`config.mk`:
```
export PLATFORM = sky130hd
export DESIGN_NAME = startup_supervisor
export DESIGN_NICKNAME = d
export VERILOG_FILES = /design/src/rtl/sup_pkg.sv /design/src/rtl/sup_ss_ramp.sv /design/src/rtl/sup_ocp_qual.sv /design/src/rtl/sup_seq_fsm.sv /design/src/rtl/startup_supervisor.sv
export SDC_FILE = /design/constraint.sdc
export NUM_CORES = 1
export LEC_CHECK = 0
export BUFFER_PORTS_ARGS = -buffer_cell sky130_fd_sc_hd__buf_2
export CORE_MARGIN = 10
export CORE_UTILIZATION = 30
export CTS_CLUSTER_DIAMETER = 80
export DETAILED_ROUTE_END_ITERATION = 10
export PLACE_DENSITY_LB_ADDON = 0.25
export SYNTH_ARGS = -nofsm -noshare
export SYNTH_HDL_FRONTEND = slang
export SYNTH_SLANG_ARGS = --single-unit
```
`constraint.sdc`:
```
create_clock -name clk -period 2.2 [get_ports clk]
set_input_delay 0.11 -clock clk [delete_from_list [all_inputs] [get_ports clk]]
set_output_delay 0.11 -clock clk [all_outputs]
set_load 0.01 [all_outputs]
```
`src/rtl/sup_pkg.sv`:
```
// Shared types of the start-up supervisor.
package sup_pkg;
    typedef enum logic [2:0] {
        ST_IDLE   = 3'd0,
        ST_CHARGE = 3'd1,
        ST_SOFT   = 3'd2,
        ST_RUN    = 3'd3,
        ST_WAIT   = 3'd4,
        ST_RECHG  = 3'd5
    } sup_state_e;
endpackage

```
`src/rtl/sup_ss_ramp.sv`:
```
// Soft-start ramp: a prescaled counter whose code rises from zero to full
// scale, one step per PRESC clocks while enabled, and then holds.
// Assumes clr has priority and that en is only high after a clr period.
module sup_ss_ramp #(
    parameter int CW    = 8,
    parameter int PRESC = 256
) (
    input  logic          clk,
    input  logic          rst_n,
    input  logic          clr,
    input  logic          en,
    output logic [CW-1:0] code,
    output logic          full
);
    localparam int PW = (PRESC > 1) ? $clog2(PRESC) : 1;
    localparam logic [PW-1:0] PLAST = PW'(PRESC - 1);

    logic [PW-1:0] pc;

    assign full = &code;

    // Advance the prescaler and step the code on each prescaler wrap.
    always_ff @(posedge clk) begin
        if (!rst_n || clr) begin
            pc   <= '0;
            code <= '0;
        end else if (en && !full) begin
            if (pc == PLAST) begin
                pc   <= '0;
                code <= code + 1'b1;
            end else begin
                pc <= pc + 1'b1;
            end
        end
    end
endmodule

```
`src/rtl/sup_ocp_qual.sv`:
```
// Two-cycle second-level overcurrent qualifier. A trip at one cycle end
// arms a warning; a trip at the next cycle end sets the shutdown latch.
// Only counts while switching is enabled; clr (undervoltage) wins.
module sup_ocp_qual (
    input  logic clk,
    input  logic rst_n,
    input  logic armed,
    input  logic cyc_end,
    input  logic trip,
    input  logic clr,
    output logic shut
);
    logic warn;

    // Track whether the previous switching cycle ended with a trip.
    always_ff @(posedge clk) begin
        if (!rst_n || !armed) begin
            warn <= 1'b0;
        end else if (cyc_end) begin
            warn <= trip;
        end
    end

    // Set the shutdown latch on a second consecutive trip; clear on UV.
    always_ff @(posedge clk) begin
        if (!rst_n || clr) begin
            shut <= 1'b0;
        end else if (armed && cyc_end && trip && warn) begin
            shut <= 1'b1;
        end
    end
endmodule

```
`src/rtl/sup_seq_fsm.sv`:
```
// Start-up sequencer: idle, charge, soft-start, run, wait for restart level,
// recharge. Keeps a flag that marks starts following a fault.
// Assumes all inputs are synchronous, debounced levels.
module sup_seq_fsm
    import sup_pkg::*;
(
    input  logic       clk,
    input  logic       rst_n,
    input  logic       drain_ok,
    input  logic       vdd_on,
    input  logic       vdd_uv,
    input  logic       vdd_rst,
    input  logic       any_fault,
    input  logic       ramp_full,
    output sup_state_e state,
    output logic       fault_seen,
    output logic       leave_wait
);
    sup_state_e nxt;
    logic       fs_nxt;

    assign leave_wait = (state == ST_WAIT) && vdd_rst;

    // Next-state and fault-flag decision.
    always_comb begin
        nxt    = state;
        fs_nxt = fault_seen;
        unique case (state)
            ST_IDLE: if (drain_ok) nxt = ST_CHARGE;
            ST_CHARGE, ST_RECHG: begin
                if (!drain_ok) begin
                    nxt    = ST_IDLE;
                    fs_nxt = 1'b0;
                end else if (vdd_on) begin
                    if (any_fault) begin
                        nxt    = ST_WAIT;
                        fs_nxt = 1'b1;
                    end else begin
                        nxt = ST_SOFT;
                    end
                end
            end
            ST_SOFT, ST_RUN: begin
                if (vdd_uv || any_fault) begin
                    nxt    = ST_WAIT;
                    fs_nxt = fault_seen || any_fault;
                end else if (state == ST_SOFT && ramp_full) begin
                    nxt = ST_RUN;
                end
            end
            ST_WAIT: begin
                if (vdd_rst) begin
                    if (drain_ok) begin
                        nxt = ST_RECHG;
                    end else begin
                        nxt    = ST_IDLE;
                        fs_nxt = 1'b0;
                    end
                end
            end
            default: begin
                nxt    = ST_IDLE;
                fs_nxt = 1'b0;
            end
        endcase
    end

    // State and fault-flag registers.
    always_ff @(posedge clk) begin
        if (!rst_n) begin
            state      <= ST_IDLE;
            fault_seen <= 1'b0;
        end else begin
            state      <= nxt;
            fault_seen <= fs_nxt;
        end
    end
endmodule

```
`src/rtl/startup_supervisor.sv`:
```
// Top of the start-up and auto-restart supervisor. Combines the sequencer,
// the soft-start ramp and the overcurrent qualifier, and gates the outputs.
// Assumes every input is a clean level synchronous to clk.
module startup_supervisor
    import sup_pkg::*;
#(
    parameter int CW    = 8,
    parameter int PRESC = 256
) (
    input  logic          clk,
    input  logic          rst_n,
    input  logic          drain_ok,
    input  logic          vdd_on,
    input  logic          vdd_uv,
    input  logic          vdd_rst,
    input  logic          br_ok,
    input  logic          therm_hot,
    input  logic          olp_trip,
    input  logic          ovp_trip,
    input  logic          cyc_end,
    input  logic          ocp2_hit,
    output logic          hv_en,
    output logic          hv_low,
    output logic          sw_en,
    output logic [CW-1:0] ilim_code,
    output logic          ocp_shut,
    output logic          flt_clr
);
    sup_state_e    state;
    logic          fault_seen;
    logic          any_fault;
    logic          charging;
    logic          ramp_full;
    logic [CW-1:0] ramp_code;

    assign any_fault = !br_ok || therm_hot || olp_trip || ovp_trip || ocp_shut;
    assign charging  = (state == ST_CHARGE) || (state == ST_RECHG);
    assign sw_en     = (state == ST_SOFT) || (state == ST_RUN);
    assign hv_en     = charging && drain_ok;
    assign hv_low    = fault_seen;
    assign ilim_code = sw_en ? ramp_code : '0;

    sup_seq_fsm u_fsm (
        .clk       (clk),
        .rst_n     (rst_n),
        .drain_ok  (drain_ok),
        .vdd_on    (vdd_on),
        .vdd_uv    (vdd_uv),
        .vdd_rst   (vdd_rst),
        .any_fault (any_fault),
        .ramp_full (ramp_full),
        .state     (state),
        .fault_seen(fault_seen),
        .leave_wait(flt_clr)
    );

    sup_ss_ramp #(.CW(CW), .PRESC(PRESC)) u_ramp (
        .clk  (clk),
        .rst_n(rst_n),
        .clr  (!sw_en),
        .en   (state == ST_SOFT),
        .code (ramp_code),
        .full (ramp_full)
    );

    sup_ocp_qual u_ocp (
        .clk    (clk),
        .rst_n  (rst_n),
        .armed  (sw_en),
        .cyc_end(cyc_end),
        .trip   (ocp2_hit),
        .clr    (vdd_uv),
        .shut   (ocp_shut)
    );
endmodule

```
=== Word level (Yosys, flattened, before mapping) ===
Index checks and enable logic that the tools add are counted.
Widths: inputs -> output; s select.

* $add $sub $neg: 2
* $mul: 0
* Div/mod/pow operators: 0
* Order comparisons: 0
* Equality and inequality tests: 13
* Shift-type cells: 0
* Multiplexer cells: 18
* Bitwise logic cells: 1
* Reductions and logical operators: 28

{| class="wikitable"
|+ Operators by type and width
! cell !! number
|-
| $mux 3 || 8
|-
| $add 8x1->8 const B || 2
|-
| $mux 8 || 2
|-
| $pmux 3 s4 || 1
|-
| $logic_or 1x1->1 || 10
|-
| $eq 8x8->1 const B || 1
|-
| $reduce_and 8->1 || 1
|-
| $logic_and 1x1->1 || 7
|-
| $eq 3x2->1 const B || 2
|-
| $eq 3x3->1 const B || 2
|-
| $mux 1 || 6
|-
| $ne 2x2->1 const B || 3
|-
| $reduce_and 6->1 || 1
|-
| $logic_not 1->1 || 4
|-
| $pmux 1 s4 || 1
|-
| $reduce_and 4->1 || 1
|-
| $reduce_or 2->1 || 2
|-
| $eq 3x1->1 const B || 1
|-
| $logic_not 3->1 || 1
|-
| $ne 3x1->1 const B || 1
|-
| $ne 3x2->1 const B || 1
|-
| $ne 3x3->1 const B || 1
|-
| $ne 2x1->1 const B || 1
|-
| $reduce_and 2->1 || 1
|-
| $not 1->1 || 1
|}

* Flip-flop bits (word level): 22
* Latch bits: 0
* RAM bits: 0
* Bits in read-only memories: 0
* Input port bits: 12
* Output and inout port bits: 13
* Memories: 0

=== Depth between registers and ports, before layout ===
Gate-level depths: netlist of run 1.

* Depth after elaboration: 9
* Gate-level depth with buffers: 6
* Gate-level depth less buffers: 5

=== Cells and area by module ===
A second synthesis of run 1 with hierarchy kept.

* Cell total of the unflattened synthesis: 155
* Area total of the unflattened synthesis: 1291.2 µm²

{| class="wikitable"
|+ Modules (own cells, without submodules)
! module !! times used !! cells each !! area an instance (µm²) !! sequential area each (µm²)
|-
| sup_ss_ramp || 1 || 92 || 799.5 || 320.3
|-
| sup_seq_fsm || 1 || 40 || 322.8 || 80.1
|-
| startup_supervisor || 1 || 16 || 90.1 || 0.0
|-
| sup_ocp_qual || 1 || 7 || 78.8 || 40.0
|}

=== Least setup slack after synthesis of run 1 ===
No wires, ideal clock.

* Kind: reg-to-reg
* From: reg u_ramp.code[0]
* To: reg u_fsm.state[2]
* Arrival: 1500 ps
* Setup slack: 568 ps
* Stages on the path, launching flop included: 6
* Period minus slack after synthesis: 1632 ps
* Path through: dfxtp_1 > ha_1 > nand3_2 > or3_1 > a221oi_1 > a221oi_2

* Longest elaborated chain between the ends: 4

{| class="wikitable"
|+ RTL lines
! what !! RTL line !! text
|-
| from (decl) || sup_ss_ramp.sv:12 || <nowiki>output logic [CW-1:0] code,</nowiki>
|-
| from (signal assigned) || sup_ss_ramp.sv:30 || <nowiki>code <= code + 1'b1;</nowiki>
|-
| $reduce_and 8->1 || sup_ss_ramp.sv:20 || <nowiki>assign full = &code;</nowiki>
|-
| $logic_and 1x1->1 || sup_seq_fsm.sv:47 || <nowiki>end else if (state == ST_SOFT && ramp_full) begin</nowiki>
|-
| $ne 3x1->1 (no line) || - ||
|-
| $reduce_and 4->1 (no line) || - ||
|-
| to (signal assigned) || sup_seq_fsm.sv:74 || <nowiki>state <= nxt;</nowiki>
|-
| to (decl) || sup_seq_fsm.sv:15 || <nowiki>output sup_state_e state,</nowiki>
|}

Every way passes these cells.
A chain may end at the register's enable or synchronous reset.

=== Worst setup path after layout of run 1 ===
* From: reg u_fsm.state[1]
* To: reg u_ramp.code[5]

* Longest elaborated chain between the ends: 4
* Elaborated cells on any way between the ends: 7
* Those cells by class: eq/ne (2); reduce/logical (5)

{| class="wikitable"
|+ RTL lines
! what !! RTL line !! text
|-
| $eq 3x2->1, on equally long branches || startup_supervisor.sv:38, startup_supervisor.sv:61 ||
|-
| $logic_or 1x1->1 || startup_supervisor.sv:38 || <nowiki>assign sw_en = (state == ST_SOFT) || (state == ST_RUN);</nowiki>
|-
| $logic_not 1->1 || startup_supervisor.sv:60 || <nowiki>.clr (!sw_en),</nowiki>
|-
| $logic_or 1x1->1 || sup_ss_ramp.sv:24 || <nowiki>if (!rst_n || clr) begin</nowiki>
|}

Parallel ways exist; a longest one is shown, timed or not.

==> impl_metrics.ini, run 1 <==
[global_route]
grt_pass1_wl_um = 5490
track_usage_pct = 8.85
use_met2_pct = 14.6
grt_use_met1_pct = 10.9
antenna_found_initial = 0
grt_pass1_vias = 1159
grt_max_degree = 15
use_met3_pct = 2.87
grt_overflow = 0
busiest_layer = met2

[final_layout]
syn_to_final_growth_pct = 19.1
fillers = 414
register_area_um2 = 440
multiInputGateArea_um2 = 774
num_antenna_cells = 0
drive_above_1_share_pct = 24.1
layout_commonest_cell = buf_2
final_cell_mix = 24 x buf_2, 22 x dfxtp_1, 14 x nor2_1, 12 x and3_1, 10 x a21oi_1
layout.nets = 189
stdcell_area_um2 = 1510
final_cells = 224

[logic_synthesis]
synth_cell_types = 42
async_flop_share_pct = 0
synth_edf_count = 0
syn-cell-area_um2 = 1260
synth-seq-cells = 22
synthCells = 148
ys_seq_area_share_pct = 34.9
ys_warn_count = 0
synth.net_count = 162
ys.flop_type = dfxtp_1
syn_avg_cell_area_um2 = 8.54

[setup_path]
worstPathRequired_ns = 2.39
crit_type = flop to flop
cp_max_fo = 14
crit_chain = nor3b_4 -> o2111ai_2 -> or4_1 -> a21oi_1
path_buf_inv = 0
endpoint_kind = flop
cp_slowest_cell = or4_1
crit_arrival_ns = 2.12
slowest_delay_ns = 0.56
cp_top_family = simple AND/OR/NAND/NOR gates
startpoint_type = flop

[floorplanning]
core_um2 = 4030
die_y_um = 84.9
die_w_um = 84.9
die-area_um2 = 7210
floorplan.rows = 23
num_io_pins = 25
start_util_pct = 31.4

[timing]
rsz0062_at_grt = false
finClkSkew_ns = 0.00663
fin_tns_setup_ns = 0
setup_viol = 0
fmax_ghz = 0.519
slew_headroom_pct = 62.9
hold_viol_final = 0
tightest_slew_ns = 0.556
slew_viol_final = 0
final.min_clock_period_ns = 1.93
fin_crit_sh_pct = 87.6

[clocking]
ctsHoldBuffers = 0
clock_path_buffers = 2
htree_num_levels = 1
root_buffer = clkbuf_8
cts_setup_buffers = 0
cts_tree = built
numCtsBuffers = 3
path_clk_slew_ns = 0.08
cts_sinks = 22
cts_resized = 0
clock_latency_ns = 0.26

[pwr]
p_leak_nw = 0.597
peakVddDrop_mv = 0.360
power_density_nw_per_um2 = 667
finalPower_w = 0.00100

[detailed_routing]
drc = 0
num_vias = 1196
drt_pre_antenna_iters = 4
wirelength_um = 3230
antenna_left = 0
routedWlPerCell_um = 14.4
drtIter0Drc = 76
routed_via_density = 5.34

[placement]
dp_cells = 220
dp_hpwl_um = 2490
port-buffer-count = 24
gp_congestion = 0.806
place_area_um2 = 1450

[flow_run]
drv_cap = 0

[worst_hold_path]
hold_path.class = input port to flop

[outcome]
status = completed
-- cell usage after synthesis (3+ instances only) --
cell	instances	area [µm²]
nand2_1	8	30.0
o21ai_0	4	20.0
o211ai_1	3	22.5
inv_1	6	22.5
xor2_1	6	52.6
a21oi_1	10	50.1
buf_2	3	15.0
nor3_1	5	25.0
clkbuf_1	3	11.3
and2_1	4	25.0
nand3_1	4	20.0
and3_1	12	75.1
o31ai_1	5	37.5
or4_1	4	30.0
o2111ai_1	4	35.0
nor2_1	14	52.6
dfxtp_1	22	440
-- cells by family (layout without fill, tap and decap cells) --
logic type | after synthesis | after routing | share of synthesized area [%]
muxes | 2 | 2 | 1.58
DFF | 22 | 22 | 34.9
adders and majority gates | 2 | 2 | 1.98
xor gates and xnor gates | 7 | 7 | 4.85
buffers and inverters | 12 | 38 | 3.86
AOI/OAI and AO/OA | 38 | 38 | 22.7
and+or+nand+nor | 65 | 65 | 30.2
-- flip-flops by register name (all words and copies together), names as in the netlist --
register	count
u_ramp.code	8
u_ramp.pc	8
u_fsm.state	3
u_fsm.fault_seen	1
u_ocp.shut	1
u_ocp.warn	1
-- layout make-up --
type | count | area share [%]
repair buffers | 28 | 9.98
flip-flops and latches | 22 | 29.3
inverters | 6 | 1.50
well taps | 50 | 4.16
multi-input cells | 114 | 51.5
clock buffers | 4 | 3.66
-- power breakdown --
part / internal (W) / switching [W] / leakage (nW) / total [W]
combinational: 0.000119 / 0.000151 / 0.391 / 0.000269
clock: 0.000159 / 0.000132 / 0.0288 / 0.000291
sequential: 0.000420 / 0.0000232 / 0.178 / 0.000444
total: 0.000699 / 0.000306 / 0.597 / 0.00100
-- through the flow --
step / hold slack (ns) / utilization [%] / setup WS (ns)
6_report: 0.0563 / 37.4 / 0.273
5_1_grt: 0.0553 / 37.4 / 0.174
4_1_cts: 0.0501 / 37.4 / 0.312
3_5_place_dp: 0.344 / 36.0 / 0.340
3_3_place_gp: 0.339 / 36.0 / 0.401
2_1_floorplan: 0.189 / - / 0.568
-- path summary, 6_finish.rpt --
kind	from	endpoint	slack (ns)	depth (start not counted)
setup / recovery	u_fsm.state[1]$_SDFFE_PN0P_	u_ramp.code[5]$_SDFFE_PP0P_	0.27	4
hold / removal	vdd_uv	u_ocp.shut$_SDFFE_PP0P_	0.06	2
hold reg to reg	u_ramp.pc[7]$_SDFFE_PP0P_	u_ramp.pc[7]$_SDFFE_PP0P_	0.49	1
setup reg to reg	u_fsm.state[1]$_SDFFE_PN0P_	u_ramp.code[5]$_SDFFE_PP0P_	0.27	4
-- layer usage --
metal	wire length [µm]	vias up
met3	148	2
li1	-	607
met1	1520	563
met2	1540	24
met5	0	-
met4	21	0
(Power assumes the default switching activity.)
==> inputs of run 2 (changes only) <==
--- a/config.mk
+++ b/config.mk
@@ -6,7 +6,7 @@
 export NUM_CORES = 1
 export LEC_CHECK = 0
 export BUFFER_PORTS_ARGS = -buffer_cell sky130_fd_sc_hd__buf_2
-export CORE_MARGIN = 10
+export CORE_MARGIN = 2
 export CORE_UTILIZATION = 30
 export CTS_CLUSTER_DIAMETER = 80
 export DETAILED_ROUTE_END_ITERATION = 10
==> constraint.sdc (replaced) <==
create_clock -name clk -period 1.7 [get_ports clk]
set_input_delay 0.085 -clock clk [delete_from_list [all_inputs] [get_ports clk]]
set_output_delay 0.085 -clock clk [all_outputs]
set_load 0.01 [all_outputs]
==> run 2 against run 1 <==
Combinational power grew 32%. Total power is 24% higher. Critical path depth increased by 1. Sequential cell count stayed put. Core utilization increased by 4.1 points. Fmax grew 20%. Worst hold slack worse by 0.022 ns. Global-route usage grew 6.2 points. Critical endpoint is now u_fsm.state[2]$_SDFFE_PN0P_. Clock-buffer cell count down 1. Register-to-register slack got worse by 0.17 ns.
==> impl_metrics.ini, run 2 (synthesis gave the netlist of run 1 again) <==
[outcome]
status = completed

[final_layout]
syn_to_final_growth_pct = 32.1
final_cell_mix = 24 x buf_2, 21 x dfxtp_1, 19 x buf_4, 14 x nor2_1, 11 x and3_1
multiInputGateArea_um2 = 838
num_antenna_cells = 0
top_regs = u_ramp.code (8), u_ramp.pc (8), u_fsm.state (3)
layout.nets = 205
layout_commonest_cell = buf_2
stdcell_area_um2 = 1670
fillers = 417
final_cells = 239
register_area_um2 = 442
drive_above_1_share_pct = 33.3

[clocking]
cts_tree = built
htree_num_levels = 1
root_buffer = clkbuf_8
numCtsBuffers = 3
clock_path_buffers = 2
clock_latency_ns = 0.26
cts_sinks = 22
ctsHoldBuffers = 0
path_clk_slew_ns = 0.08

[setup_path]
crit_path_start = u_ramp.code[0]$_SDFFE_PP0P_
worstPathRequired_ns = 1.88
r2r-start = u_ramp.code[0]$_SDFFE_PP0P_
startpoint_type = flop
crit_type = flop to flop
path_buf_inv = 0
crit_arrival_ns = 1.78
reg2regPathDepth = 5
cp_max_fo = 4
cp_slowest_cell = dfxtp_1
endpoint_kind = flop
cp_top_family = simple AND/OR/NAND/NOR gates
crit_chain = ha_4 -> nand3_4 -> or3_4 -> a21o_1 -> a221oi_2
cp.depth = 5
slowest_delay_ns = 0.40

[floorplanning]
die-area_um2 = 4750
start_util_pct = 31.4
floorplan.rows = 23
die_y_um = 68.9
die_w_um = 68.9
core_um2 = 4030
num_io_pins = 25

[detailed_routing]
antenna_left = 0
drt_pre_antenna_iters = 4
wirelength_um = 3280
drc = 0
routed_via_density = 5.42
num_vias = 1296
drtIter0Drc = 115
routedWlPerCell_um = 13.7

[timing]
rsz0062_at_grt = false
fin_crit_sh_pct = 94.2
fmax_ghz = 0.624
final.min_clock_period_ns = 1.60
fin_tns_setup_ns = 0
setup_viol = 0
slew_headroom_pct = 71.5
tightest_slew_ns = 0.426
slew_viol_final = 0
fin_hold_ws_ns = 0.0341
finClkSkew_ns = 0.00155
hold_viol_final = 0

[worst_hold_path]
min_from = vdd_uv
worstHoldPathCells = 2
hold_path.class = input port to flop

[global_route]
grt_pass1_wl_um = 5400
antenna_found_initial = 0
grt_max_degree = 14
track_usage_pct = 15.1
grt_overflow = 0
grt_pass1_vias = 1270

[placement]
gp_congestion = 0.880
place_area_um2 = 1550
port-buffer-count = 24
dp_hpwl_um = 2470
dp_cells = 233

[pwr]
intPower_w = 0.000860
power_density_nw_per_um2 = 746
switching_share_pct = 30.9
peakVddDrop_mv = 0.433
p_clk_share_pct = 25.9
p_leak_nw = 0.664
p_switching_w = 0.000386
p_comb_share_pct = 28.5
finalPower_w = 0.00125
power_frac_seq_pct = 45.6

[flow_run]
drv_cap = 0
-- run 2: cell count changes in the layout (fill, tap and decap cells not counted), sizes merged --
cell	change
o2111ai	+1
buf	+15
clkbuf	-1
-- run 2: final timing paths --
kind	endpoint	slack, ns
setup / recovery	u_fsm.state[2]$_SDFFE_PN0P_	0.1
hold reg to reg	u_ramp.pc[7]$_SDFFE_PP0P_	0.48
hold / removal	u_ocp.shut$_SDFFE_PP0P_	0.03
setup reg to reg	u_fsm.state[2]$_SDFFE_PN0P_	0.1
-- run 2: layout make-up --
type / count / share of cell area (%)
multi-input combinational: 115 / 50.2
sequential: 22 / 26.5
timing repair buffer: 43 / 15.7
tap: 50 / 3.75
clock buffer: 3 / 2.47
inverter: 6 / 1.35
-- run 2: per-layer routing --
metal | track usage [%] | vias to the layer above | share of wire, %
met4 | 5.64 | 0 | 1.6
met5 | 0 | - | 0
met2 | 26.9 | 23 | 49
met3 | 3.57 | 6 | 4.3
met1 | 17.4 | 622 | 45
li1 | - | 645 | -
-- run 2: power by group through the flow --
stage	combinational (W)	clock (W)	sequential, W
after global routing	0.000393	0.000356	0.000573
after detailed placement	0.000342	0	0.000581
final	0.000355	0.000323	0.000568
after CTS	0.000342	0.000330	0.000568
after floorplan	0.000240	0	0.000586
after global placement	0.000335	0	0.000580
-- run 2: worst reg2reg max path: stages, from the launching register on --
cell and delay [ns]:
dfxtp_1 0.40, ha_4 0.18, nand3_4 0.11, or3_4 0.36
a21o_1 0.22, a221oi_2 0.25
-- run 2: through the flow --
| step | setup slack [ns] | utilization, % |
|---|---|---|
| after floorplan | 0.0682 | - |
| after CTS | 0.0231 | 39.7 |
| after global placement | 0.0815 | 38.4 |
| after global routing | 0.00350 | 41.4 |
| after detailed placement | 0.00686 | 38.4 |
| final | 0.0985 | 41.4 |
-- run 2: timing repair --
item,in CTS,in global routing
setup buffers,0,2
cloned,0,1
setup endpoints to repair,2,7
hold endpoints to repair,0,0
gates resized for setup,1,9
pin swaps,0,2
==> inputs of run 3 (changes only) <==
--- a/config.mk
+++ b/config.mk
@@ -5,8 +5,9 @@
 export SDC_FILE = /design/constraint.sdc
 export NUM_CORES = 1
 export LEC_CHECK = 0
+export ABC_AREA = 1
 export BUFFER_PORTS_ARGS = -buffer_cell sky130_fd_sc_hd__buf_2
-export CORE_MARGIN = 2
+export CORE_MARGIN = 8
 export CORE_UTILIZATION = 30
 export CTS_CLUSTER_DIAMETER = 80
 export DETAILED_ROUTE_END_ITERATION = 10
==> run 3 against run 2 <==
Clock-buffer cell count did not move. Sequential power rose by 8.3%. Worst setup slack improved by 0.064 ns. Fmax rose by 4.2%. Synthesized cell count rose by 35%. Critical path type unchanged. Non-clock buffer count fell by 15. Critical path depth rose by 6. Critical endpoint is now u_ramp.pc[2]$_SDFFE_PP0P_. Die area rose by 41%. Clock power rose by 52%. Total power rose by 32%. Global-route usage fell by 5.8 points.
==> impl_metrics.ini, run 3 <==
[timing]
final.min_clock_period_ns = 1.54
tightest_slew_ns = 0.386
finClkSkew_ns = 0.00879
worst_slack_ns = 0.163
slew_headroom_pct = 74.1
slew_viol_final = 0
fin_tns_setup_ns = 0
fin_crit_sh_pct = 90.4
setup_viol = 0
rsz0062_at_grt = false
fmax_ghz = 0.651
hold_viol_final = 0

[logic_synthesis]
syn_avg_cell_area_um2 = 6.47
synth_top_family_by_area = simple AND/OR/NAND/NOR gates
synth-xor-area-share_pct = 4.06
synth_cell_types = 26
synth_compound_area_share_pct = 9.77
synth-seq-cells = 22
synthAdderAreaFrac_pct = 1.93
yosysMostFrequentCell = nand2_1
synth.area.top_cells = dfxtp_1 34%, nand2_1 12%, nor2_1 11%
synth.net_count = 214
synth_mux_area_share_pct = 0
async_flop_share_pct = 0
syn-cell-area_um2 = 1290
synthCells = 200
synth_top_area_cell = dfxtp_1
synth_edf_count = 0
ys_seq_area_share_pct = 34.0
ys.flop_type = dfxtp_1
yosysTopAreaCellShare_pct = 34.0
synth_common_cells = 43 x nand2_1, 38 x nor2_1, 26 x inv_1, 22 x dfxtp_1
ys_warn_count = 0
synth-simple-area-share_pct = 39.2

[pwr]
power_density_nw_per_um2 = 1040
p_leak_nw = 0.676
peakVddDrop_mv = 0.470

[global_route]
track_usage_pct = 9.34
antenna_found_initial = 0
grt_overflow = 0
grt_pass1_wl_um = 5100
grt_max_degree = 14
grt_pass1_vias = 1208

[placement]
gp_congestion = 0.802
port-buffer-count = 24
dp_hpwl_um = 2300
post-place-ws_ns = 0.114

[outcome]
status = completed

[setup_path]
endpoint_kind = flop
cp_top_family = simple AND/OR/NAND/NOR gates
cp_slowest_cell = dfxtp_1
startpoint_type = flop
worstPathRequired_ns = 1.90
slowest_delay_ns = 0.37
path_buf_inv = 2
crit_chain = ha_1 -> nand2_2 -> nor2_4 -> nand2_2 -> nand2_4 -> inv_4 -> nand2_8 -> nand2_2 -> inv_2 -> nand2_1 -> a21oi_1
cp_max_fo = 12
crit_arrival_ns = 1.73
crit_type = flop to flop
crit_top_cell = nand2_2

[final_layout]
final_cell_mix = 42 x nand2_1, 37 x nor2_1, 26 x inv_1, 24 x buf_2, 22 x dfxtp_1
syn_to_final_growth_pct = 22.4
layout_commonest_cell = nand2_1
drive_above_1_share_pct = 22.6
num_antenna_cells = 0
layout.nets = 245
fillers = 499
final_util_pct = 37.1
top_regs = u_ramp.code (8), u_ramp.pc (8), u_fsm.state (3)

[floorplanning]
die-area_um2 = 6670
num_io_pins = 25
die_y_um = 81.7
start_util_pct = 30.3
die_w_um = 81.7
core_um2 = 4260
floorplan.rows = 24

[clocking]
numCtsBuffers = 3
root_buffer = clkbuf_8
path_clk_slew_ns = 0.09
clock_latency_ns = 0.27
clock_path_buffers = 2
cts_sinks = 22
htree_num_levels = 1
cts_tree = built

[detailed_routing]
drtIter0Drc = 26
routedWlPerCell_um = 10.1
drt_pre_antenna_iters = 4
wirelength_um = 2850
routed_via_density = 4.47
num_vias = 1261
antenna_left = 0
drc = 0

[flow_run]
drv_cap = 0

[worst_hold_path]
hold_path.class = input port to flop
run 3: cell types whose count changed after synthesis, sizes merged, moves of 3 or more:
cell,change
and2,-4
nand2,+40
and3,-12
clkbuf,-3
nand3,+7
nor2,+29
or4,-4
o31ai,-5
inv,+26
o2111ai,-5
run 3: layout make-up:
cell class	instances	area (µm²)	share of cell area [%]
multi-input combinational	144	734	46.4
sequential	22	440	27.8
timing repair buffer	28	150	9.48
tap	52	65.1	4.11
clock buffer	3	41.3	2.61
inverter	32	123	7.74
clock inverter	1	30.0	1.90
run 3: through the flow:
stage	hold WS, ns	power (W)	instances	instance area [µm²]
floorplan	0.164	0.00102	200	1290
global placement	0.288	0.00117	277	1480
detailed placement	0.291	0.00117	277	1480
CTS	0.0000676	0.00166	281	1550
global route	0.0196	0.00178	282	1580
finish	0.00333	0.00164	282	1580
run 3: report_power, final:
group	leakage, nW	switching, W	internal (W)
sequential	0.178	0.0000583	0.000557
clock	0.0357	0.000178	0.000315
combinational	0.462	0.000343	0.000193
run 3: metal layers:
layer / vias up / track usage (%) / wire length (µm)
li1: 687 / - / -
met5: - / 0 / 0
met3: 4 / 1.86 / 67
met2: 17 / 15.9 / 1330
met4: 0 / 3.16 / 30
met1: 553 / 11.5 / 1430
run 3: what timing repair did:
| action | in CTS | in global routing |
|---|---|---|
| gates resized for setup | 0 | 5 |
| setup endpoints to repair | 0 | 5 |
| buffers inserted | 0 | 1 |
| hold buffers | 0 | 0 |
run 3: final timing paths:
kind,from,endpoint,slack (ns),cells past startpoint
worst max-delay path,u_ramp.code[0]$_SDFFE_PP0P_,u_ramp.pc[2]$_SDFFE_PP0P_,0.16,11
worst min-delay path,vdd_uv,u_ocp.shut$_SDFFE_PP0P_,0.003,2
worst max register to register,u_ramp.code[0]$_SDFFE_PP0P_,u_ramp.pc[2]$_SDFFE_PP0P_,0.16,11
worst min register to register,u_ramp.pc[2]$_SDFFE_PP0P_,u_ramp.pc[2]$_SDFFE_PP0P_,0.47,2
run 3: cell families after synthesis:
group	Yosys count
AND/OR/NAND/NOR	113
buffers and inverters	34
AO/OA/AOI/OAI	23
flip-flops	22
XOR/XNOR	6
adder cells (fa/ha/maj)	2
